$ cat config.mk
export PLATFORM = sky130hd
export DESIGN_NAME = bat_xlate_array
export DESIGN_NICKNAME = d
export VERILOG_FILES = /design/src/rtl/bat_xlate_pkg.sv /design/src/rtl/bat_entry_store.sv /design/src/rtl/bat_entry_match.sv /design/src/rtl/bat_prio_sel.sv /design/src/rtl/bat_xlate_array.sv
export SDC_FILE = /design/constraint.sdc
export NUM_CORES = 1
export LEC_CHECK = 0
export BUFFER_PORTS_ARGS = -buffer_cell sky130_fd_sc_hd__buf_4
export CORE_UTILIZATION = 50
export CTS_CLUSTER_DIAMETER = 60
export CTS_CLUSTER_SIZE = 25
export DETAILED_ROUTE_END_ITERATION = 6
export GPL_TIMING_DRIVEN = 0
export PLACE_DENSITY = 0.74
export SYNTH_ARGS = -nofsm -noshare
export SYNTH_HDL_FRONTEND = slang
export SYNTH_HIERARCHICAL = 1
export SYNTH_SLANG_ARGS = --single-unit
$ cat constraint.sdc
create_clock -name clk -period 5.7 [get_ports clk]
set_clock_uncertainty 0.15 [all_clocks]
set_input_delay 1.14 -clock clk [delete_from_list [all_inputs] [get_ports clk]]
set_output_delay 1.14 -clock clk [all_outputs]
set_load 0.02 [all_outputs]
$ cat src/rtl/bat_xlate_pkg.sv
package bat_xlate_pkg;

  localparam int unsigned XW      = 32;
  localparam int unsigned LEN_W   = 11;
  localparam int unsigned MIN_SH  = 17;
  localparam logic [XW-1:0] FAULT_CODE = 32'h0800_0000;
  localparam int unsigned WR_BIT  = 25;

  typedef struct packed {
    logic [1:0]    acc;
    logic [1:0]    pp;
    logic [XW-1:0] mask;
    logic [XW-1:0] bepi;
    logic [XW-1:0] phys;
  } bat_ent_t;

  // Compare mask: high bits kept, block-size bits cleared.
  function automatic logic [XW-1:0] bat_make_mask(input logic [LEN_W-1:0] len);
    logic [XW-1:0] span;
    span = ({{(XW-LEN_W){1'b0}}, len} << MIN_SH) | {{(XW-MIN_SH){1'b0}}, {MIN_SH{1'b1}}};
    return ~span;
  endfunction

  function automatic bat_ent_t bat_decode(input logic [XW-1:0] up, input logic [XW-1:0] lo);
    bat_ent_t e;
    e.mask = bat_make_mask(up[12:2]);
    e.acc  = up[1:0];
    e.pp   = lo[1:0];
    e.bepi = up & e.mask;
    e.phys = lo & e.mask;
    return e;
  endfunction

  function automatic logic [1:0] bat_mode_bits(input logic user);
    return user ? 2'b01 : 2'b10;
  endfunction

  function automatic logic [XW-1:0] bat_phys_addr(input bat_ent_t e, input logic [XW-1:0] la);
    return e.phys | (la & ~e.mask);
  endfunction

  function automatic logic bat_pp_fault(input logic [1:0] pp, input logic wr, input logic instr);
    if (pp == 2'b00) return 1'b1;
    if (instr)       return 1'b0;
    return pp[0] & wr;
  endfunction

  function automatic logic [XW-1:0] bat_fault_status(input logic wr, input logic instr);
    logic [XW-1:0] s;
    s = FAULT_CODE;
    if (!instr && wr) s[WR_BIT] = 1'b1;
    return s;
  endfunction

endpackage

$ cat src/rtl/bat_entry_store.sv
module bat_entry_store
  import bat_xlate_pkg::*;
#(
  parameter int unsigned IDX_W  = 2,
  parameter int unsigned MY_IDX = 0
) (
  input  logic             clk,
  input  logic             rst_n,
  input  logic             cfg_we,
  input  logic [IDX_W-1:0] cfg_idx,
  input  logic             cfg_lower,
  input  logic [XW-1:0]    cfg_wdata,
  output bat_ent_t         ent,
  output logic             load_ev
);

  logic [XW-1:0] up_q, lo_q, up_nx, lo_nx;
  logic          sel;
  bat_ent_t      ent_q;

  assign sel = cfg_we && (cfg_idx == IDX_W'(MY_IDX));

  always_comb begin
    up_nx = up_q;
    lo_nx = lo_q;
    if (sel && !cfg_lower) up_nx = cfg_wdata;
    if (sel &&  cfg_lower) lo_nx = cfg_wdata;
  end

  // Decode only when the resulting upper word enables some mode.
  assign load_ev = sel && (up_nx[1:0] != 2'b00);

  always_ff @(posedge clk or negedge rst_n) begin
    if (!rst_n) begin
      up_q  <= '0;
      lo_q  <= '0;
      ent_q <= '0;
    end else begin
      if (sel) begin
        up_q <= up_nx;
        lo_q <= lo_nx;
      end
      if (load_ev) ent_q <= bat_decode(up_nx, lo_nx);
    end
  end

  assign ent = ent_q;

endmodule

$ cat src/rtl/bat_entry_match.sv
module bat_entry_match
  import bat_xlate_pkg::*;
(
  input  bat_ent_t      ent,
  input  logic [XW-1:0] la,
  input  logic [1:0]    mode,
  output logic          match,
  output logic [XW-1:0] paddr
);

  logic eligible, tag_eq;

  assign eligible = (ent.acc & mode) != 2'b00;
  assign tag_eq   = (la & ent.mask) == ent.bepi;
  assign match    = eligible && tag_eq;
  assign paddr    = bat_phys_addr(ent, la);

endmodule

$ cat src/rtl/bat_prio_sel.sv
module bat_prio_sel
  import bat_xlate_pkg::*;
#(
  parameter int unsigned N_ENT = 4
) (
  input  logic [N_ENT-1:0]         match_v,
  input  logic [N_ENT-1:0][XW-1:0] paddr_v,
  input  logic [N_ENT-1:0][1:0]    pp_v,
  output logic                     any_hit,
  output logic [N_ENT-1:0]         win_oh,
  output logic [XW-1:0]            win_paddr,
  output logic [1:0]               win_pp
);

  // Scan from the top so that the lowest matching index is left standing.
  always_comb begin
    any_hit   = 1'b0;
    win_oh    = '0;
    win_paddr = '0;
    win_pp    = 2'b00;
    for (int i = N_ENT - 1; i >= 0; i--) begin
      if (match_v[i]) begin
        any_hit   = 1'b1;
        win_oh    = '0;
        win_oh[i] = 1'b1;
        win_paddr = paddr_v[i];
        win_pp    = pp_v[i];
      end
    end
  end

endmodule

$ cat src/rtl/bat_xlate_array.sv
module bat_xlate_array
  import bat_xlate_pkg::*;
#(
  parameter int unsigned N_ENT    = 4,
  parameter bit          IS_INSTR = 1'b0,
  localparam int unsigned IDX_W   = (N_ENT > 1) ? $clog2(N_ENT) : 1
) (
  input  logic             clk,
  input  logic             rst_n,
  input  logic             cfg_we,
  input  logic [IDX_W-1:0] cfg_idx,
  input  logic             cfg_lower,
  input  logic [31:0]      cfg_wdata,
  input  logic             lk_valid,
  input  logic [31:0]      lk_addr,
  input  logic             lk_user,
  input  logic             lk_write,
  output logic             out_valid,
  output logic             out_hit,
  output logic             out_miss,
  output logic [31:0]      out_paddr,
  output logic             out_fault,
  output logic [31:0]      out_status,
  output logic [31:0]      out_fault_addr
);

  bat_ent_t                 ent_v [N_ENT];
  logic [N_ENT-1:0]         ent_load;
  logic [N_ENT-1:0]         match_v;
  logic [N_ENT-1:0][XW-1:0] paddr_v;
  logic [N_ENT-1:0][1:0]    pp_v;
  logic [1:0]               mode;

  logic                     any_hit;
  logic [N_ENT-1:0]         sel_onehot;
  logic [XW-1:0]            win_paddr;
  logic [1:0]               win_pp;
  logic                     prot_fault;
  logic [XW-1:0]            fault_status;

  assign mode = bat_mode_bits(lk_user);

  for (genvar g = 0; g < N_ENT; g++) begin : g_ent
    bat_entry_store #(.IDX_W(IDX_W), .MY_IDX(g)) u_store (
      .clk       (clk),
      .rst_n     (rst_n),
      .cfg_we    (cfg_we),
      .cfg_idx   (cfg_idx),
      .cfg_lower (cfg_lower),
      .cfg_wdata (cfg_wdata),
      .ent       (ent_v[g]),
      .load_ev   (ent_load[g])
    );

    bat_entry_match u_match (
      .ent   (ent_v[g]),
      .la    (lk_addr),
      .mode  (mode),
      .match (match_v[g]),
      .paddr (paddr_v[g])
    );

    assign pp_v[g] = ent_v[g].pp;
  end

  bat_prio_sel #(.N_ENT(N_ENT)) u_prio (
    .match_v   (match_v),
    .paddr_v   (paddr_v),
    .pp_v      (pp_v),
    .any_hit   (any_hit),
    .win_oh    (sel_onehot),
    .win_paddr (win_paddr),
    .win_pp    (win_pp)
  );

  assign prot_fault   = any_hit && bat_pp_fault(win_pp, lk_write, IS_INSTR);
  assign fault_status = prot_fault ? bat_fault_status(lk_write, IS_INSTR) : '0;

  always_ff @(posedge clk or negedge rst_n) begin
    if (!rst_n) begin
      out_valid      <= 1'b0;
      out_hit        <= 1'b0;
      out_miss       <= 1'b0;
      out_paddr      <= '0;
      out_fault      <= 1'b0;
      out_status     <= '0;
      out_fault_addr <= '0;
    end else begin
      out_valid      <= lk_valid;
      out_hit        <= lk_valid && any_hit;
      out_miss       <= lk_valid && !any_hit;
      out_paddr      <= (lk_valid && any_hit) ? win_paddr : '0;
      out_fault      <= lk_valid && prot_fault;
      out_status     <= lk_valid ? fault_status : '0;
      out_fault_addr <= (lk_valid && prot_fault) ? lk_addr : '0;
    end
  end

endmodule

==> results.md, run 1 <==
- The placement-stage cell area is 26200 sq um.
- The internal power of the cells totals 6.02 mW.
- The stage delay of the slowest cell on the critical path is 0.82 ns.
- Row generation in the floorplan step produced 79 rows.
- Grouping stages by cell kind, the critical path spends the most delay in simple AND/OR/NAND/NOR gates.
- The die width is 219 um.
- Buffers inserted to repair hold after CTS numbered 0.
- The CTS tree is yes.
- Setup repair after global routing left no endpoint under its margin.
- The maximum level of the CTS H-tree is 2.
- At the pin with the least slew margin, the transition time is 1.04 ns.
- The switching power of the nets is 2.79 mW.
- After layout, the design draws a total of 8.80 mW.
- The deepest clock path buffer count is 3.
- The number of I/O port buffers is 138.
- The pin count of the biggest net entering global routing is 130.
- The average cell area after synthesis is 10.6 sq um.
- The area enclosed by the die boundary is 47900 sq um.
- The per-cell routed wire length is 20.2 um.
- The clock-pin slew of the registers on the worst-case setup and hold paths is 0.08 ns.
- The critical path start-end classification is primary input to flip-flop.
- Once the clock tree was built, the setup fixing pass inserted 0 buffers.
- Of the total power, the clock network draws 0.290.
- Of the total power, the share spent switching nets is 0.317.
- The share of the core filled with cells in the final layout is 0.590.
- The core region is 46500 sq um.
- The least setup slack across all paths after layout is 1.32 ns.
- The top achievable clock speed is 228 MHz.
- The total power density per cell area is 321 nW/um^2.
- The share of total power dissipated in combinational logic is 0.241.
- For this run, the number of Yosys warnings is 6.
- The number of optimization iterations in the first detailed-route pass is 7.
- The net count of the finished layout is 2704.
- The number of slew-limit violations in the final report was 0.
- The number of antenna violations at the first check in global routing came to 1.
- The floorplan step set the die height to 219 um.
- The worst slack at placement is 0.830 ns.
- The later-pin clock latency in the skew report is 0.59 ns.
- The first global-routing pass estimated 98.9 mm of wire.
- The final routed wirelength across all metal layers is 65.9 mm.
- The number of nets with antenna violations after routing is 0.
- Clock tree synthesis selected as its root buffer the cell sky130_fd_sc_hd__clkbuf_16.
- The launching element type of the critical path is a primary input.
- The share of total power in sequential cells is 0.468.
- In the final layout, the share of cells above drive strength 1 is 0.314.
- The final period utilization is 0.768.
- The count of boundary I/O pins is 173.
- After detailed routing, the number of remaining DRC violations is 4.
- The final route contains 16800 vias.
- After technology mapping, the gate count stands at 2225.
- For the worst setup path, the data arrival time is 4.73 ns.
- Among all stages on the critical path, the largest delay is contributed by sky130_fd_sc_hd__clkbuf_1.
- The worst pin sits at a relative slew slack of 0.307.
- In the global route stage, overall resource usage came out at 0.281.
- The final weighted congestion of routability-driven global placement is 0.880.
- The number of gates resized after cts is 0.
- Summed over all cells, the static leakage comes to 14.0 nW.
- The initial utilization of the core area, before any placement, comes to 0.506.
- Walking the worst path, the cells encountered are buf_4 > nand2_1 > xnor2_1 > nor4_1 > nand4_1 > nor4_2 > buf_2 > or4_1 > clkbuf_1 > and3_1.
- After layout, the minimum clock period comes to 4.38 ns.
- The clock net sink count is 433.
- The overflow left after global routing is 0.
- Once detailed placement completed, the half-perimeter wirelength came to 47.8 mm.
- The path class of the tightest hold or removal check is flip-flop to flip-flop.
- The post-synthesis to final-layout area growth is 16.7%.
- The number of buffers inserted during clock tree synthesis is 34.
- STA classifies the critical path endpoint as a flip-flop.
- The required time of the critical path is 6.05 ns.
- Dividing the detail-routed via count by the number of cells gives 5.15.
- The cell area after synthesis is 23500 sq um.
- The checks that failed: design-rule violations.
- The count of max-cap constraint violations is 0.
- The worst-case IR drop observed on VDD is 0.242 mV.
- For this block, the initial DRC count from the detailed router was 1184.
- The run finished, with violations left.
- The total buffers and inverters traversed by the critical path is 3.
- The area of all placed cells without fillers is 27400 sq um.
- Setup violations remaining at the end of the flow were counted as 0.
- The number of global-route vias before repair was 16700.
- Along the worst path, the maximum fanout reaches 10.
- The final hold violation count is 0.
-- final cells by class --
type                    instances  area [sq um]
repair buffers                141          1130
inverters                     180           681
plain buffers                 333          2610
diodes                          1          2.50
clock buffers                  40           915
flip-flops and latches        433         10800
well taps                     607           759
multi-input cells            1508         10200
fillers                      3899         19000
clock inverters                21           268
-- stage by stage --
step / hold slack (ns) / TNS [ns] / instances
4_1_cts: 0.327 / 0 / 3263
5_1_grt: 0.342 / 0 / 3264
2_1_floorplan: 0.291 / 0 / 2454
6_report: 0.321 / 0 / 3264
3_5_place_dp: 0.309 / 0 / 3202
3_3_place_gp: 0.304 / -365.22 / 3199
-- metal layers --
| layer | vias to the layer above | global-route usage | share of wire |
|---|---|---|---|
| met5 | - | 0 | 0 |
| met4 | 0 | 0.125 | 0.045 |
| met3 | 158 | 0.0434 | 0.063 |
| met2 | 553 | 0.460 | 0.47 |
| met1 | 8346 | 0.369 | 0.42 |
| li1 | 7743 | - | - |
-- worst register-to-register path: cells and delay by family, from the launching register on --
family                 cells  cell delay, ns
XOR/XNOR                   1            0.12
buffers and inverters      3            1.33
flip-flops                 1            0.51
AND/OR/NAND/NOR            6            2.05
-- final timing paths --
check                                                startpoint                                     to  slack (ns)  cells after the start
min in group asynchronous                                 rst_n  g_ent[3].u_store/lo_q[22]$_DFFE_PN0N_        0.50                      1
max reg2reg                g_ent[2].u_store/ent[94]$_DFFE_PN0P_                out_paddr[23]$_DFF_PN0_        1.45                     10
max                                                 lk_addr[25]                out_paddr[23]$_DFF_PN0_        1.32                     10
min reg2reg                g_ent[3].u_store/ent[24]$_DFFE_PN0P_   g_ent[3].u_store/ent[24]$_DFFE_PN0P_        0.32                      2
min                        g_ent[3].u_store/ent[24]$_DFFE_PN0P_   g_ent[3].u_store/ent[24]$_DFFE_PN0P_        0.32                      2
max in group asynchronous                                 rst_n                 out_paddr[3]$_DFF_PN0_        3.44                      3
-- state kept, by name (all words and copies together) (netlist names), 2 cells and up --
name	flops
g_ent.u_store/ent	184
g_ent.u_store/up_q	112
g_ent.u_store/lo_q	68
out_fault_addr	32
out_paddr	32
out_status	2
-- cells in the final DEF (no fill, tap or decap), drive strengths merged, types with 3 or more instances in the layout --
cell type	instances
a22o	11
o22ai	34
conb	234
nand2b	5
nor2b	3
and3	32
nor4b	33
a21oi	38
o21ai	75
nand2	316
xor2	16
nor3	5
a21o	143
nand4b	3
and2	11
a22oi	38
mux2i	52
dfrtp	433
inv	190
mux2	142
clkbuf	50
nand4	9
xnor2	108
nor2	104
buf	464
nor4	28
nand3	60
clkinv	7
-- power groups by stage --
stage	clock, mW	sequential (mW)	combinational, mW
after floorplan	0	4.07	1.47
after global placement	0	4.14	1.98
after detailed placement	0	4.18	2.06
after CTS	2.61	4.12	2.07
after global routing	2.72	4.20	2.31
final	2.56	4.12	2.12
No activity file was read; power rests on OpenSTA's default activity.
==> run 2: changes to the inputs <==
- ABC_AREA: not set -> 1
- PLACE_DENSITY: 0.74 -> 0.77
- clock period: 5.7 -> 3.6 ns (I/O delays scaled with it)
==> results.md, run 2 <==
- Result of the run: completed (was complete, but fails checks).
- The count of final setup violators was 0 (unchanged).
- The number of nets with antenna violations after routing is 0 (unchanged).
- The maximum level of the CTS H-tree is 1 (was 2).
- The final net count is 4021 (was 2704).
- The pin count of the biggest net entering global routing is 127 (was 130).
- The instance count of the mapped netlist is 3544 (was 2225).
- The synthesis warning total was 6 (unchanged).
- The kind of end point of the critical path is a flip-flop (unchanged).
- The worst slack at placement came to 0.169 ns (was 0.830 ns).
- The setup slack of the most critical reg-to-reg path is 0.65 ns (was 1.45 ns).
- The site row count is 82 (was 79).
- The total half-perimeter wirelength after legalization and detailed placement is 58.5 mm (was 47.8 mm).
- The transition time at the pin with the least slew margin is 0.628 ns (was 1.04 ns).
- The number of gates resized after cts was 0 (unchanged).
- The area enclosed by the die boundary is 51800 sq um (was 47900 sq um).
- The final hold violation count is 0 (unchanged).
- The fraction of final layout cells with drive strength greater than 1 is 0.162 (was 0.314).
- The final routed wirelength across all metal layers is 75.5 mm (was 65.9 mm).
- The per-cell routed wire length is 16.3 um (was 20.2 um).
- The ratio of routed vias to standard cells came to 4.82 (was 5.15).
- The multi-input gate area in the final layout is 10600 sq um (was 10200 sq um).
- The tightest slew margin relative to the limit is 0.581 (was 0.307).
- The critical path's slowest cell is sky130_fd_sc_hd__dfrtp_1 (was sky130_fd_sc_hd__clkbuf_1).
- Critical path, cell by cell: buf_4 > nand2_1 > o21ai_0 > nor2_1 > nand2_1 > nor2_1 > nand3_1 > nor2_1 > buf_6 > inv_6 > buf_6 > nand3_1 > nand2_2 > clkbuf_1 > nor2_1 (was buf_4 > nand2_1 > xnor2_1 > nor4_1 > nand4_1 > nor4_2 > buf_2 > or4_1 > clkbuf_1 > and3_1).
- The number of slew-limit violations in the final report was 0 (unchanged).
- The total buffers and inverters traversed by the critical path is 5 (was 3).
- The time the final worst path needs with I/O delays and setup is 2.95 ns.
- The least setup slack across all paths after layout came to 0.651 ns (was 1.32 ns).
- The required time of the critical path is 3.92 ns (was 6.05 ns).
- The kind of path behind the tightest hold check is primary input to flip-flop (was flip-flop to flip-flop).
- By instance count, the cell type seen most on the critical path is sky130_fd_sc_hd__nor2_1.
- The critical path start-end classification is flip-flop to flip-flop (was primary input to flip-flop).
- The filler cell count was 4625 (was 3899).
- The worst-case hold slack is 0.0944 ns (was 0.321 ns).
- The number of optimization iterations in the first detailed-route pass is 6 (was 7).
- The reg-to-reg endpoint is out_paddr[13]$_DFF_PN0_ (was out_paddr[23]$_DFF_PN0_).
- The final weighted congestion of routability-driven global placement was 0.979 (was 0.880).
- The deepest clock path buffer count was 3 (unchanged).
- The post-synthesis to final-layout area growth came to 15.4% (was 16.7%).
- The worst IR drop on VDD is 0.450 mV (was 0.242 mV).
- The initial core utilization was 0.507 (was 0.506).
- The master cell of the clock root buffer is sky130_fd_sc_hd__clkbuf_16 (unchanged).
- The global-route wire length before repair is 115 mm (was 98.9 mm).
- The worst hold path cell count was 1 (was 2).
- The overflow left after global routing is 0 (unchanged).
- The number of buffers inserted during clock tree synthesis is 30 (was 34).
- The register area came to 10800 sq um (unchanged).
- The placed instance count is 4587 (was 3202).
- The startpoint of the most critical register-to-register path is g_ent[2].u_store/ent[94]$_DFFE_PN0P_ (unchanged).
- The leading cell type in the layout, fill and taps excluded is sky130_fd_sc_hd__nand2_1 (was sky130_fd_sc_hd__dfrtp_1).
- The launching element type of the critical path is a flip-flop (was primary input).
- The stage delay of the slowest cell on the critical path is 0.50 ns (was 0.82 ns).
- The total number of vias is 22400 (was 16800).
- The average cell area after synthesis is 7.18 sq um (was 10.6 sq um).
- The total inserted antenna cells is 0 (was 1).
- The later-pin clock latency in the skew report is 0.64 ns (was 0.59 ns).
- The cell area after synthesis is 25400 sq um (was 23500 sq um).
- The clock-pin slew of the registers on the worst-case setup and hold paths came to 0.08 ns (about the same).
- Most frequent cells in the layout: sky130_fd_sc_hd__nand2_1, sky130_fd_sc_hd__inv_1, sky130_fd_sc_hd__dfrtp_1 (was sky130_fd_sc_hd__dfrtp_1, sky130_fd_sc_hd__buf_4, sky130_fd_sc_hd__nand2_1).
- The die width is 228 um (was 219 um).
- The count of max-cap constraint violations was 0 (unchanged).
- The biggest fanout along the worst timing path is 10 (unchanged).
- The total core area is 50200 sq um (was 46500 sq um).
- Unrepaired setup endpoints after global routing: false (unchanged).
- The arrival time of the worst setup path is 3.27 ns (was 4.73 ns).
- The CTS tree is yes (unchanged).
- The start point of the worst hold path is lk_valid (was g_ent[3].u_store/ent[24]$_DFFE_PN0P_).
- The total power density per cell area is 456 nW/um^2 (was 321 nW/um^2).
- The number of flip-flops under the largest register name was 184 (unchanged).
- The share of the core filled with cells in the final layout is 0.585 (was 0.590).
- The count of boundary I/O pins is 173 (unchanged).
- The top achievable clock speed is 339 MHz.
- The remaining design rule violation count came to 0 (was 4).
- The endpoint of the worst hold-timing path is out_valid$_DFF_PN0_ (was g_ent[3].u_store/ent[24]$_DFFE_PN0P_).
- The leakage power figure is 17.1 nW (was 14.0 nW).
- The sum of internal, switching and leakage power came to 13.4 mW (was 8.80 mW).
- The number of global-route vias before repair is 19900 (was 16700).
- The number of violations reported at the end of detailed-routing iteration 0 is 2578 (was 1184).
- Of the available clock period, the critical path in the final layout requires 0.819.
- The path depth of the worst reg2reg path came to 15 (was 10).
- The global-route total usage across every layer is 0.297 (was 0.281).
- The height of the die is 228 um (was 219 um).
- The non-filler instance count after layout is 4643 (was 3264).
- The number of I/O port buffers is 138 (unchanged).
- The number of antenna violations at the first check in global routing came to 0 (was 1).
- The gate family responsible for the most delay along the worst path is buffers and inverters (was simple AND/OR/NAND/NOR gates).
- The clock net sink count is 433 (unchanged).
-- run 2: routing by layer --
layer  up-vias  global-route usage  wire (um)
met2      1058               0.449      32300
met5         -                   0          0
li1      11000                   -          -
met3       193              0.0367       6450
met1     10100               0.426      32500
met4         0               0.134       4290
-- run 2: repair_timing --
action | 4_1_cts | 5_1_grt
endpoints found under the hold margin | 41 | 0
endpoints found under the setup margin | 0 | 0
setup buffers | 0 | 0
hold buffers | 1 | 0
-- run 2: area by class of cell --
type | count | share of cell area
repair buffers | 143 | 0.0397
flip-flops and latches | 433 | 0.369
inverters | 565 | 0.0727
clock inverters | 24 | 0.00951
multi-input cells | 2397 | 0.363
well taps | 672 | 0.0287
clock buffers | 31 | 0.0261
plain buffers | 378 | 0.0914
-- run 2: worst max path at each step --
stage / slack [ns] / endpoint / from / cells past startpoint
after floorplan: 1.14 / out_fault_addr[10]$_DFF_PN0_ / lk_user / 18
after global placement: -2.74 / g_ent[0].u_store/up_q[23]$_DFFE_PN0N_ / rst_n / 1
after detailed placement: 0.17 / out_fault_addr[2]$_DFF_PN0_ / lk_user / 19
after CTS: 0.68 / out_fault_addr[2]$_DFF_PN0_ / g_ent[2].u_store/ent[94]$_DFFE_PN0P_ / 18
after global routing: 0.51 / out_fault_addr[4]$_DFF_PN0_ / g_ent[0].u_store/ent[94]$_DFFE_PN0P_ / 18
final: 0.65 / out_paddr[13]$_DFF_PN0_ / g_ent[2].u_store/ent[94]$_DFFE_PN0P_ / 15
-- run 2: stage by stage --
step           area (sq um)   TNS, ns
2_1_floorplan         26300         0
3_3_place_gp          28200  -1157.02
3_5_place_dp          28300         0
4_1_cts               29300         0
5_1_grt               29300         0
6_report              29300         0
-- run 2: report_power, final --
| part | total (mW) | switching [mW] | internal [mW] |
|---|---|---|---|
| Combinational | 3.32 | 2.07 | 1.25 |
| Sequential | 6.39 | 0.604 | 5.79 |
| Clock | 3.66 | 1.99 | 1.67 |
| Total | 13.4 | 4.66 | 8.71 |
-- run 2: worst register-to-register path: stages, from the launching register on --
cell and delay (ns):
sky130_fd_sc_hd__dfrtp_1 0.50, sky130_fd_sc_hd__buf_4 0.17, sky130_fd_sc_hd__nand2_1 0.06, sky130_fd_sc_hd__o21ai_0 0.16
sky130_fd_sc_hd__nor2_1 0.08, sky130_fd_sc_hd__nand2_1 0.07, sky130_fd_sc_hd__nor2_1 0.03, sky130_fd_sc_hd__nand3_1 0.09
sky130_fd_sc_hd__nor2_1 0.07, sky130_fd_sc_hd__buf_6 0.15, sky130_fd_sc_hd__inv_6 0.12, sky130_fd_sc_hd__buf_6 0.15
sky130_fd_sc_hd__nand3_1 0.20, sky130_fd_sc_hd__nand2_2 0.24, sky130_fd_sc_hd__clkbuf_1 0.47, sky130_fd_sc_hd__nor2_1 0.09
